**config.mk**
```make
export PLATFORM = sky130hd
export DESIGN_NAME = dfq_err_tracker
export DESIGN_NICKNAME = d
export VERILOG_FILES = /design/src/rtl/dfq_pkg.sv /design/src/rtl/dfq_fifo.sv /design/src/rtl/dfq_err_ctrl.sv /design/src/rtl/dfq_mirror.sv /design/src/rtl/dfq_err_tracker.sv
export SDC_FILE = /design/constraint.sdc
export NUM_CORES = 1
export LEC_CHECK = 0
export BUFFER_PORTS_ARGS = -buffer_cell sky130_fd_sc_hd__buf_2
export CAP_MARGIN = 40
export CORE_MARGIN = 2
export CORE_UTILIZATION = 45
export DETAILED_ROUTE_END_ITERATION = 8
export PLACE_DENSITY_LB_ADDON = 0.1
export SYNTH_ARGS = -nofsm -noshare
export SYNTH_HDL_FRONTEND = slang
export SYNTH_SLANG_ARGS = --single-unit
```
**constraint.sdc**
```tcl
create_clock -name clk -period 2.9 [get_ports clk]
set_clock_uncertainty 0.05 [all_clocks]
set_input_delay 0.435 -clock clk [delete_from_list [all_inputs] [get_ports clk]]
set_output_delay 0.435 -clock clk [all_outputs]
set_load 0.01 [all_outputs]
```
**src/rtl/dfq_pkg.sv**
```systemverilog
package dfq_pkg;
  localparam int FLAG_N   = 5;
  localparam int MIRROR_N = 4;
  localparam int STAT_W   = FLAG_N + MIRROR_N;
  // flag positions inside status
  localparam int F_OVF1 = 0;
  localparam int F_OVF2 = 1;
  localparam int F_BUS  = 2;
  localparam int F_FZ   = 3;
  localparam int F_SGZ  = 4;
  typedef logic [FLAG_N-1:0] flags_t;
endpackage

```
**src/rtl/dfq_fifo.sv**
```systemverilog
module dfq_fifo #(
  parameter int DEPTH = 4,
  parameter int PTR_W = 32
) (
  input  logic             clk,
  input  logic             rst,
  input  logic             flush,
  input  logic             wr_en,
  input  logic [PTR_W-1:0] wr_data,
  input  logic             rd_en,
  output logic [PTR_W-1:0] rd_data,
  output logic             empty,
  output logic             full
);
  localparam int AW = (DEPTH > 1) ? $clog2(DEPTH) : 1;
  localparam int CW = $clog2(DEPTH + 1);
  localparam logic [AW-1:0] LAST = AW'(DEPTH - 1);
  localparam logic [CW-1:0] CMAX = CW'(DEPTH);

  logic [PTR_W-1:0] mem [DEPTH];
  logic [AW-1:0]    wr_idx, rd_idx;
  logic [CW-1:0]    count;

  function automatic logic [AW-1:0] nxt(input logic [AW-1:0] i);
    return (i == LAST) ? '0 : i + 1'b1;
  endfunction

  // storage has no reset so it maps onto distributed RAM
  always_ff @(posedge clk) begin
    if (wr_en) mem[wr_idx] <= wr_data;
  end

  always_ff @(posedge clk) begin
    if (rst || flush) begin
      wr_idx <= '0;
      rd_idx <= '0;
      count  <= '0;
    end else begin
      if (wr_en) wr_idx <= nxt(wr_idx);
      if (rd_en) rd_idx <= nxt(rd_idx);
      case ({wr_en, rd_en})
        2'b10:   count <= count + 1'b1;
        2'b01:   count <= count - 1'b1;
        default: count <= count;
      endcase
    end
  end

  assign rd_data = mem[rd_idx];
  assign empty   = (count == '0);
  assign full    = (count == CMAX);
endmodule

```
**src/rtl/dfq_err_ctrl.sv**
```systemverilog
module dfq_err_ctrl
  import dfq_pkg::*;
(
  input  logic   clk,
  input  logic   rst,
  input  logic   ovf,
  input  logic   fetch_zero,
  input  logic   sg_zero,
  input  logic   bus_err,
  input  logic   cont,
  input  logic   creset,
  input  logic   clr_valid,
  input  flags_t clr_mask,
  output flags_t flags,
  output logic   halted,
  output logic   irq
);
  flags_t set_v, clr_v, flags_n;
  logic   halt_n;

  always_comb begin
    set_v         = '0;
    set_v[F_OVF1] = ovf;
    set_v[F_OVF2] = ovf && flags[F_OVF1];
    set_v[F_BUS]  = bus_err;
    set_v[F_FZ]   = fetch_zero;
    set_v[F_SGZ]  = sg_zero;
    clr_v         = clr_valid ? clr_mask : '0;
    if (creset) begin
      flags_n = '0;
      halt_n  = 1'b0;
    end else begin
      flags_n = (flags & ~clr_v) | set_v;
      if (set_v[F_OVF2] || set_v[F_BUS]) halt_n = 1'b1;
      else if (cont)                     halt_n = 1'b0;
      else                               halt_n = halted;
    end
  end

  always_ff @(posedge clk) begin
    if (rst) begin
      flags  <= '0;
      halted <= 1'b0;
      irq    <= 1'b0;
    end else begin
      flags  <= flags_n;
      halted <= halt_n;
      irq    <= |flags_n;
    end
  end
endmodule

```
**src/rtl/dfq_mirror.sv**
```systemverilog
module dfq_mirror #(
  parameter int N = 4
) (
  input  logic         clk,
  input  logic         rst,
  input  logic [N-1:0] d,
  output logic [N-1:0] q
);
  for (genvar i = 0; i < N; i++) begin : g_bit
    always_ff @(posedge clk) begin
      if (rst) q[i] <= 1'b0;
      else     q[i] <= d[i];
    end
  end
endmodule

```
**src/rtl/dfq_err_tracker.sv**
```systemverilog
module dfq_err_tracker
  import dfq_pkg::*;
#(
  parameter int DEPTH = 4,
  parameter int PTR_W = 32
) (
  input  logic              clk,
  input  logic              rst,
  input  logic              push_valid,
  input  logic [PTR_W-1:0]  push_ptr,
  input  logic              pop_ready,
  output logic              pop_valid,
  output logic [PTR_W-1:0]  pop_ptr,
  input  logic              sg_check_valid,
  input  logic [PTR_W-1:0]  sg_value,
  input  logic              bus_err,
  input  logic              ctl_continue,
  input  logic              ctl_reset,
  input  logic              clr_valid,
  input  logic [FLAG_N-1:0] clr_mask,
  input  logic              pri_rst_done,
  input  logic              sec_rst_done,
  input  logic              pri_done,
  input  logic              sec_done,
  output logic [STAT_W-1:0] status,
  output logic              err_irq,
  output logic              halted
);
  logic   q_empty, q_full;
  logic   push_zero, pop_fire, push_ok, ovf, sg_zero;
  flags_t flags;
  logic [MIRROR_N-1:0] mirror_q;

  assign push_zero = push_valid && (push_ptr == '0);
  assign pop_fire  = pop_ready && !q_empty && !halted;
  assign push_ok   = push_valid && !push_zero && (!q_full || pop_fire);
  assign ovf       = push_valid && !push_zero && q_full && !pop_fire;
  assign sg_zero   = sg_check_valid && (sg_value == '0);

  dfq_fifo #(.DEPTH(DEPTH), .PTR_W(PTR_W)) u_fifo (
    .clk     (clk),
    .rst     (rst),
    .flush   (ctl_reset),
    .wr_en   (push_ok && !ctl_reset),
    .wr_data (push_ptr),
    .rd_en   (pop_fire && !ctl_reset),
    .rd_data (pop_ptr),
    .empty   (q_empty),
    .full    (q_full)
  );

  dfq_err_ctrl u_err (
    .clk        (clk),
    .rst        (rst),
    .ovf        (ovf),
    .fetch_zero (push_zero),
    .sg_zero    (sg_zero),
    .bus_err    (bus_err),
    .cont       (ctl_continue),
    .creset     (ctl_reset),
    .clr_valid  (clr_valid),
    .clr_mask   (clr_mask),
    .flags      (flags),
    .halted     (halted),
    .irq        (err_irq)
  );

  dfq_mirror #(.N(MIRROR_N)) u_mirror (
    .clk (clk),
    .rst (rst),
    .d   ({sec_done, pri_done, sec_rst_done, pri_rst_done}),
    .q   (mirror_q)
  );

  assign status    = {mirror_q, flags};
  assign pop_valid = !q_empty && !halted;
endmodule

```
Word level (Yosys, flattened, before mapping)
Memory sizes are Yosys's and may differ from the RTL's. A register that Yosys moved wholly into a read port is not among the register bits.
Cells that the tools add are included.
{ "totals": {"out_inout_bits": 44, "wordCells": 62, "n_memories": 1, "ff_bits": 18, "ramBits": 128, "input_bits": 82} }
{ "op_classes": {"bitwise_logic": 3, "add_sub_neg": 4, "reduce_logical": 28, "eq_ne": 5, "n_mux": 11} }
{ "memory_table": {"columns": ["memory", "words", "word_bits", "read_ports", "rd_clocked_by_memory_dff", "write_ports", "line_no", "rtl"], "rows": [
  ["u_fifo.mem", 4, 32, 1, 1, 1, "dfq_fifo.sv:20", "logic [PTR_W-1:0] mem [DEPTH];"]
]} }
{ "ops": {"columns": ["op", "n"], "rows": [
  ["$logic_not 32->1", 2],
  ["$logic_and 1x1->1", 12],
  ["$mux 5", 2],
  ["$mux 2", 4],
  ["$eq 2x2->1 const B", 3],
  ["$logic_not 1->1", 6],
  ["$pmux 3 s2", 1],
  ["$and 5x5->5", 1],
  ["$not 5->5", 1],
  ["$or 5x5->5", 1],
  ["$reduce_or 5->1", 1],
  ["$add 2x1->2 const B", 2],
  ["$mux 1", 4],
  ["$reduce_bool 2->1", 2],
  ["$add 3x1->3 const B", 1],
  ["$eq 3x3->1 const B", 1],
  ["$logic_not 3->1", 1],
  ["$logic_or 1x1->1", 3],
  ["$sub 3x1->3 const B", 1],
  ["$eq 2x1->1 const B", 1],
  ["$reduce_or 2->1", 1]
]} }

Depth between registers and ports, before layout
{ "depth": {"word_depth": 10, "ltp_mapped": 11, "mapped_depth_nobuf": 10} }

Cells and area by module
A second synthesis with hierarchy kept.
{ "unflattened": {"hier_cells": 284, "area_unflattened_um2": 5684.2} }
{ "modules_own_cells": {"columns": ["module", "cells_per_inst", "n_inst", "area_each_um2", "seq_area_each_um2"], "rows": [
  ["dfq_fifo", 217, 1, 5116.2, 4023.9],
  ["dfq_err_ctrl", 29, 1, 265.3, 140.1],
  ["dfq_err_tracker", 30, 1, 197.7, 0.0],
  ["dfq_mirror", 8, 1, 105.1, 80.1]
]} }

Worst setup path after synthesis
Ideal clock, no wire load.
{ "synth_path": {"path_kind": "input to register", "from": "input push_ptr[18]", "to": "register u_fifo.count[2]", "path_slack_ps": 241, "required_ps": 2780, "cell_stages": 11, "t_arrival_ps": 2539, "cell_sequence": "nor4_2 -> nand4_2 -> o21ai_2 -> or3b_1 -> buf_4 -> ha_1 -> inv_1 -> fa_1 -> xor2_1 -> or3_1 -> a21oi_1"} }
{ "synth_via": {"elab_chain_cells": 8, "elab_cells_between_ends": 10, "classes_between": "eq/ne: 2; mux: 1; reduce/logical: 7"} }
{ "synth_rtl": {"columns": ["item", "line_no", "rtl"], "rows": [
  ["start, declared", "dfq_err_tracker.sv:10", "input logic [PTR_W-1:0] push_ptr,"],
  ["$logic_not 32->1 *", "dfq_err_tracker.sv:34", "assign push_zero = push_valid && (push_ptr == '0);"],
  ["$logic_and 1x1->1 *", "dfq_err_tracker.sv:34", null],
  ["$logic_not 1->1 *", "dfq_err_tracker.sv:36", "assign push_ok = push_valid && !push_zero && (!q_full || pop_fire);"],
  ["$logic_and 1x1->1 * (2 in series)", "dfq_err_tracker.sv:36", null],
  ["$logic_and 1x1->1 *", "dfq_err_tracker.sv:44", ".wr_en (push_ok && !ctl_reset),"],
  ["$eq 2x1->1 or $eq 2x2->1 (tied branches)", "dfq_fifo.sv:41", "case ({wr_en, rd_en})"],
  ["$pmux 3 s2 or $reduce_bool 2->1 (tied branches)", null, null],
  ["end signal, assigned", "dfq_fifo.sv:42", "2'b10: count <= count + 1'b1;"],
  ["end signal, assigned", "dfq_fifo.sv:43", "2'b01: count <= count - 1'b1;"],
  ["end signal, assigned", "dfq_fifo.sv:44", "default: count <= count;"],
  ["end, declared", "dfq_fifo.sv:22", "logic [CW-1:0] count;"]
]} }
Mark *: on every way between the ends. The rest lies on a longest branch, timed or not.
A chain may end at the register's enable or synchronous reset.

Worst setup path in the final report
{ "layout_path": {"from": "input push_ptr[2]", "to": "register u_fifo.count[2]"} }
The elaborated chain is that of the path after synthesis.

==> impl_metrics.env <==
export IMPL_outcome="finished, final reports clean"
export IMPL_dieArea_um2=13560
export IMPL_setup_violations=0
export IMPL_min_from="sec_rst_done"
export IMPL_nNetsFinal=531
export IMPL_post_dp_cell_area_um2=6706
export IMPL_overflow=0
export IMPL_synth_top_area_cell="edfxtp_1"
export IMPL_num_antenna_cells=0
export IMPL_pwr_share_seq=0.492
export IMPL_path_buf_inv=3
export IMPL_antenna_found_initial=0
export IMPL_whs_endpoint="u_mirror.q[1]"
export IMPL_rsz0062_at_grt="no"
export IMPL_dieHeight_um=116.5
export IMPL_reg2reg_slack_ns=0.59
export IMPL_grt_pass1_vias=3188
export IMPL_syn_to_final_growth_pct=28.36
export IMPL_start_kind="input port"
export IMPL_p_switching_w=0.0009217
export IMPL_yosysSeqAreaShare=0.7458
export IMPL_initial_core_util=0.4565
export IMPL_maxSlewViolCount=0
export IMPL_crit_required_ns=3.20
export IMPL_dp_hpwl_um=7214
export IMPL_finalCriticalPeriod_ns=2.617
export IMPL_drive_gt1_frac=0.4791
export IMPL_ctsResizeCount=0
export IMPL_htreeDepth=4
export IMPL_grt_usage=0.1756
export IMPL_grt_max_degree=33
export IMPL_critPathMaxFanout=5
export IMPL_p_leak_nw=2.587
export IMPL_ios=126
export IMPL_hold_viol=0
export IMPL_cap_violations=0
export IMPL_netlist_top_cells_area="edfxtp_1, mux4_2, dfxtp_1, ha_1, nor4_1"
export IMPL_period_share=0.9026
export IMPL_worstMarginPinSlew_ns=0.6944
export IMPL_hold_path_class="input port to register"
export IMPL_synth_most_common_cell="edfxtp_1"
export IMPL_critPathSlowestCell="fa_1"
export IMPL_cts_setup_buffers=0
export IMPL_drt_iter0_drc=179
export IMPL_place_gp_congestion=0.7144
export IMPL_synthCells=292
export IMPL_syn_num_nets=381
export IMPL_synthTopCellsByCount="edfxtp_1, mux4_2, dfxtp_1"
export IMPL_drc=0
export IMPL_ant_nets=0
export IMPL_synth_edf_count=128
export IMPL_power_frac_clock=0.461
export IMPL_clkSinkCount=148
export IMPL_reg2reg_from="u_err.halted"
export IMPL_syn_avg_cell_area_um2=19.49
export IMPL_cts_max_path_buffers=2
export IMPL_cts_tree="built"
export IMPL_worstSetupEndpointType="register"
export IMPL_ys_flop_type="edfxtp_1"
export IMPL_path_clk_slew_ns=0.06
export IMPL_p_total_w=0.004803
export IMPL_crit_type="input port to register"
export IMPL_cts_root_buf="clkbuf_16"
export IMPL_combPwrFrac=0.047
export IMPL_port_buffers=125
export IMPL_coreArea_um2=12470
export IMPL_timing_rr_end="u_fifo.mem[0][26]"
export IMPL_final_cell_area_um2=7305
export IMPL_grt_pass1_wl_um=16910
export IMPL_critPathArrivalTime_ns=2.92
export IMPL_whs_path_depth=2
export IMPL_dr_pass1_iters=5
export IMPL_holdBufCountCts=0
export IMPL_async_flop_share=0
export IMPL_cp_slowest_stage_delay_ns=0.42
export IMPL_fp_dieW_um=116.5
export IMPL_cp_top_family="simple AND/OR/NAND/NOR gates"
export IMPL_yosysUniqueCellTypes=37
export IMPL_p_int_w=0.003881
export IMPL_yosysWarnings=0
export IMPL_cts_buffers_inserted=17
export IMPL_crit_chain="buf_2, nor4_1, buf_4, nand4_1, o21ai_2, or3b_1, ha_1, inv_1, fa_1, xor2_1, or3_1, a21oi_1"
export IMPL_reg2reg_depth=5
export IMPL_viasPerCell=5.061
export IMPL_power_density_nw_per_um2=657.5
export IMPL_postRouteWirelength_um=11020
export IMPL_synth_top_cell_area_share=0.6755
export IMPL_p_sw_frac=0.1919
export IMPL_synth_seq_cells=148
export IMPL_fmax_mhz=382.1
export IMPL_row_count=41
export IMPL_max_vdd_ir_drop_v=0.0003517
export IMPL_synth_area_um2=5690
export IMPL_clock_latency_ns=0.42
export IMPL_maxSlewHeadroom=0.5360
export IMPL_wl_per_cell_um=17.58
export IMPL_vias=3173
-- flip-flops by register name, indices dropped and copies added, names as in the netlist, named ones only --
| name | count |
|---|---|
| u_err.irq | 1 |
| u_fifo.rd_idx | 2 |
| u_fifo.mem | 128 |
| u_fifo.count | 3 |
| u_mirror.q | 4 |
| u_fifo.wr_idx | 2 |
| u_err.halted | 1 |
| u_err.flags | 5 |
-- stage by stage --
step	hold WS, ns	setup WS (ns)	util	setup TNS (ns)	instances
floorplan	0.4041	0.2410	-	0	292
global placement	0.4162	-0.1392	0.5292	-0.1392	591
detailed placement	0.4169	-0.1896	0.5380	-0.1896	595
CTS	0.1632	0.2440	0.5860	0	627
global route	0.1594	0.1481	0.5860	0	627
finish	0.1776	0.2826	0.5860	0	627
-- cell type report --
type                       count  area (um2)
fill                         952        5161
sequential                   148        4245
multi-input combinational    120        1368
timing repair buffer         141       825.8
clock buffer                  20       436.7
tap                          172       215.2
clock inverter                12       161.4
inverter                      14       52.55
-- layer usage --
| metal | wire length, um | global-route usage | part of all wire |
|---|---|---|---|
| met1 | 4861 | 0.2296 | 0.44 |
| met2 | 5306 | 0.2744 | 0.48 |
| met3 | 728 | 0.06487 | 0.066 |
| met4 | 125 | 0.05952 | 0.011 |
| met5 | 0 | 0 | 0 |
-- how the worst max path moves through the flow --
stage | start | to | slack [ns] | cells after the start
floorplan | push_ptr[18] | u_fifo.count[2] | 0.24 | 11
global placement | push_ptr[2] | u_fifo.count[2] | -0.14 | 12
detailed placement | push_ptr[2] | u_fifo.count[2] | -0.19 | 12
CTS | push_ptr[2] | u_fifo.count[2] | 0.24 | 12
global route | push_ptr[2] | u_fifo.count[2] | 0.15 | 12
finish | push_ptr[2] | u_fifo.count[2] | 0.28 | 12
-- placed cells by master, fill, tap and decap left out, drive strengths merged, types with 2 or more instances in the layout --
cell type	count
buf	141
edfxtp	128
mux4	32
dfxtp	20
clkbuf	20
nor2	17
nor4	15
inv	14
nand2	10
a21oi	9
ha	6
clkinv	6
nor2b	4
bufinv	4
or3	3
nand4	3
nor3	2
mux2i	2
a22oi	2
xor2	2
clkinvlp	2
o21ai	2
-- power groups by stage --
stage,logic [W],clock network [W],registers [W]
2_1_floorplan,0.0000870,0,0.00241
3_5_place_dp,0.000232,0,0.00241
3_3_place_gp,0.000219,0,0.00240
4_1_cts,0.000232,0.00226,0.00236
5_1_grt,0.000252,0.00236,0.00236
6_report,0.000227,0.00221,0.00236
-- logic make-up (layout without fill, tap and decap cells) --
logic type	after synthesis	after routing	synth area share
XOR/XNOR	2	2	0.003079
buffers and inverters	24	187	0.01737
flip-flops	148	148	0.7458
multiplexers	34	34	0.1302
AO/OA/AOI/OAI	18	18	0.02440
AND/OR/NAND/NOR	59	59	0.06244
adder cells (fa/ha/maj)	7	7	0.01671
No activity file was read; power rests on OpenSTA's default activity.
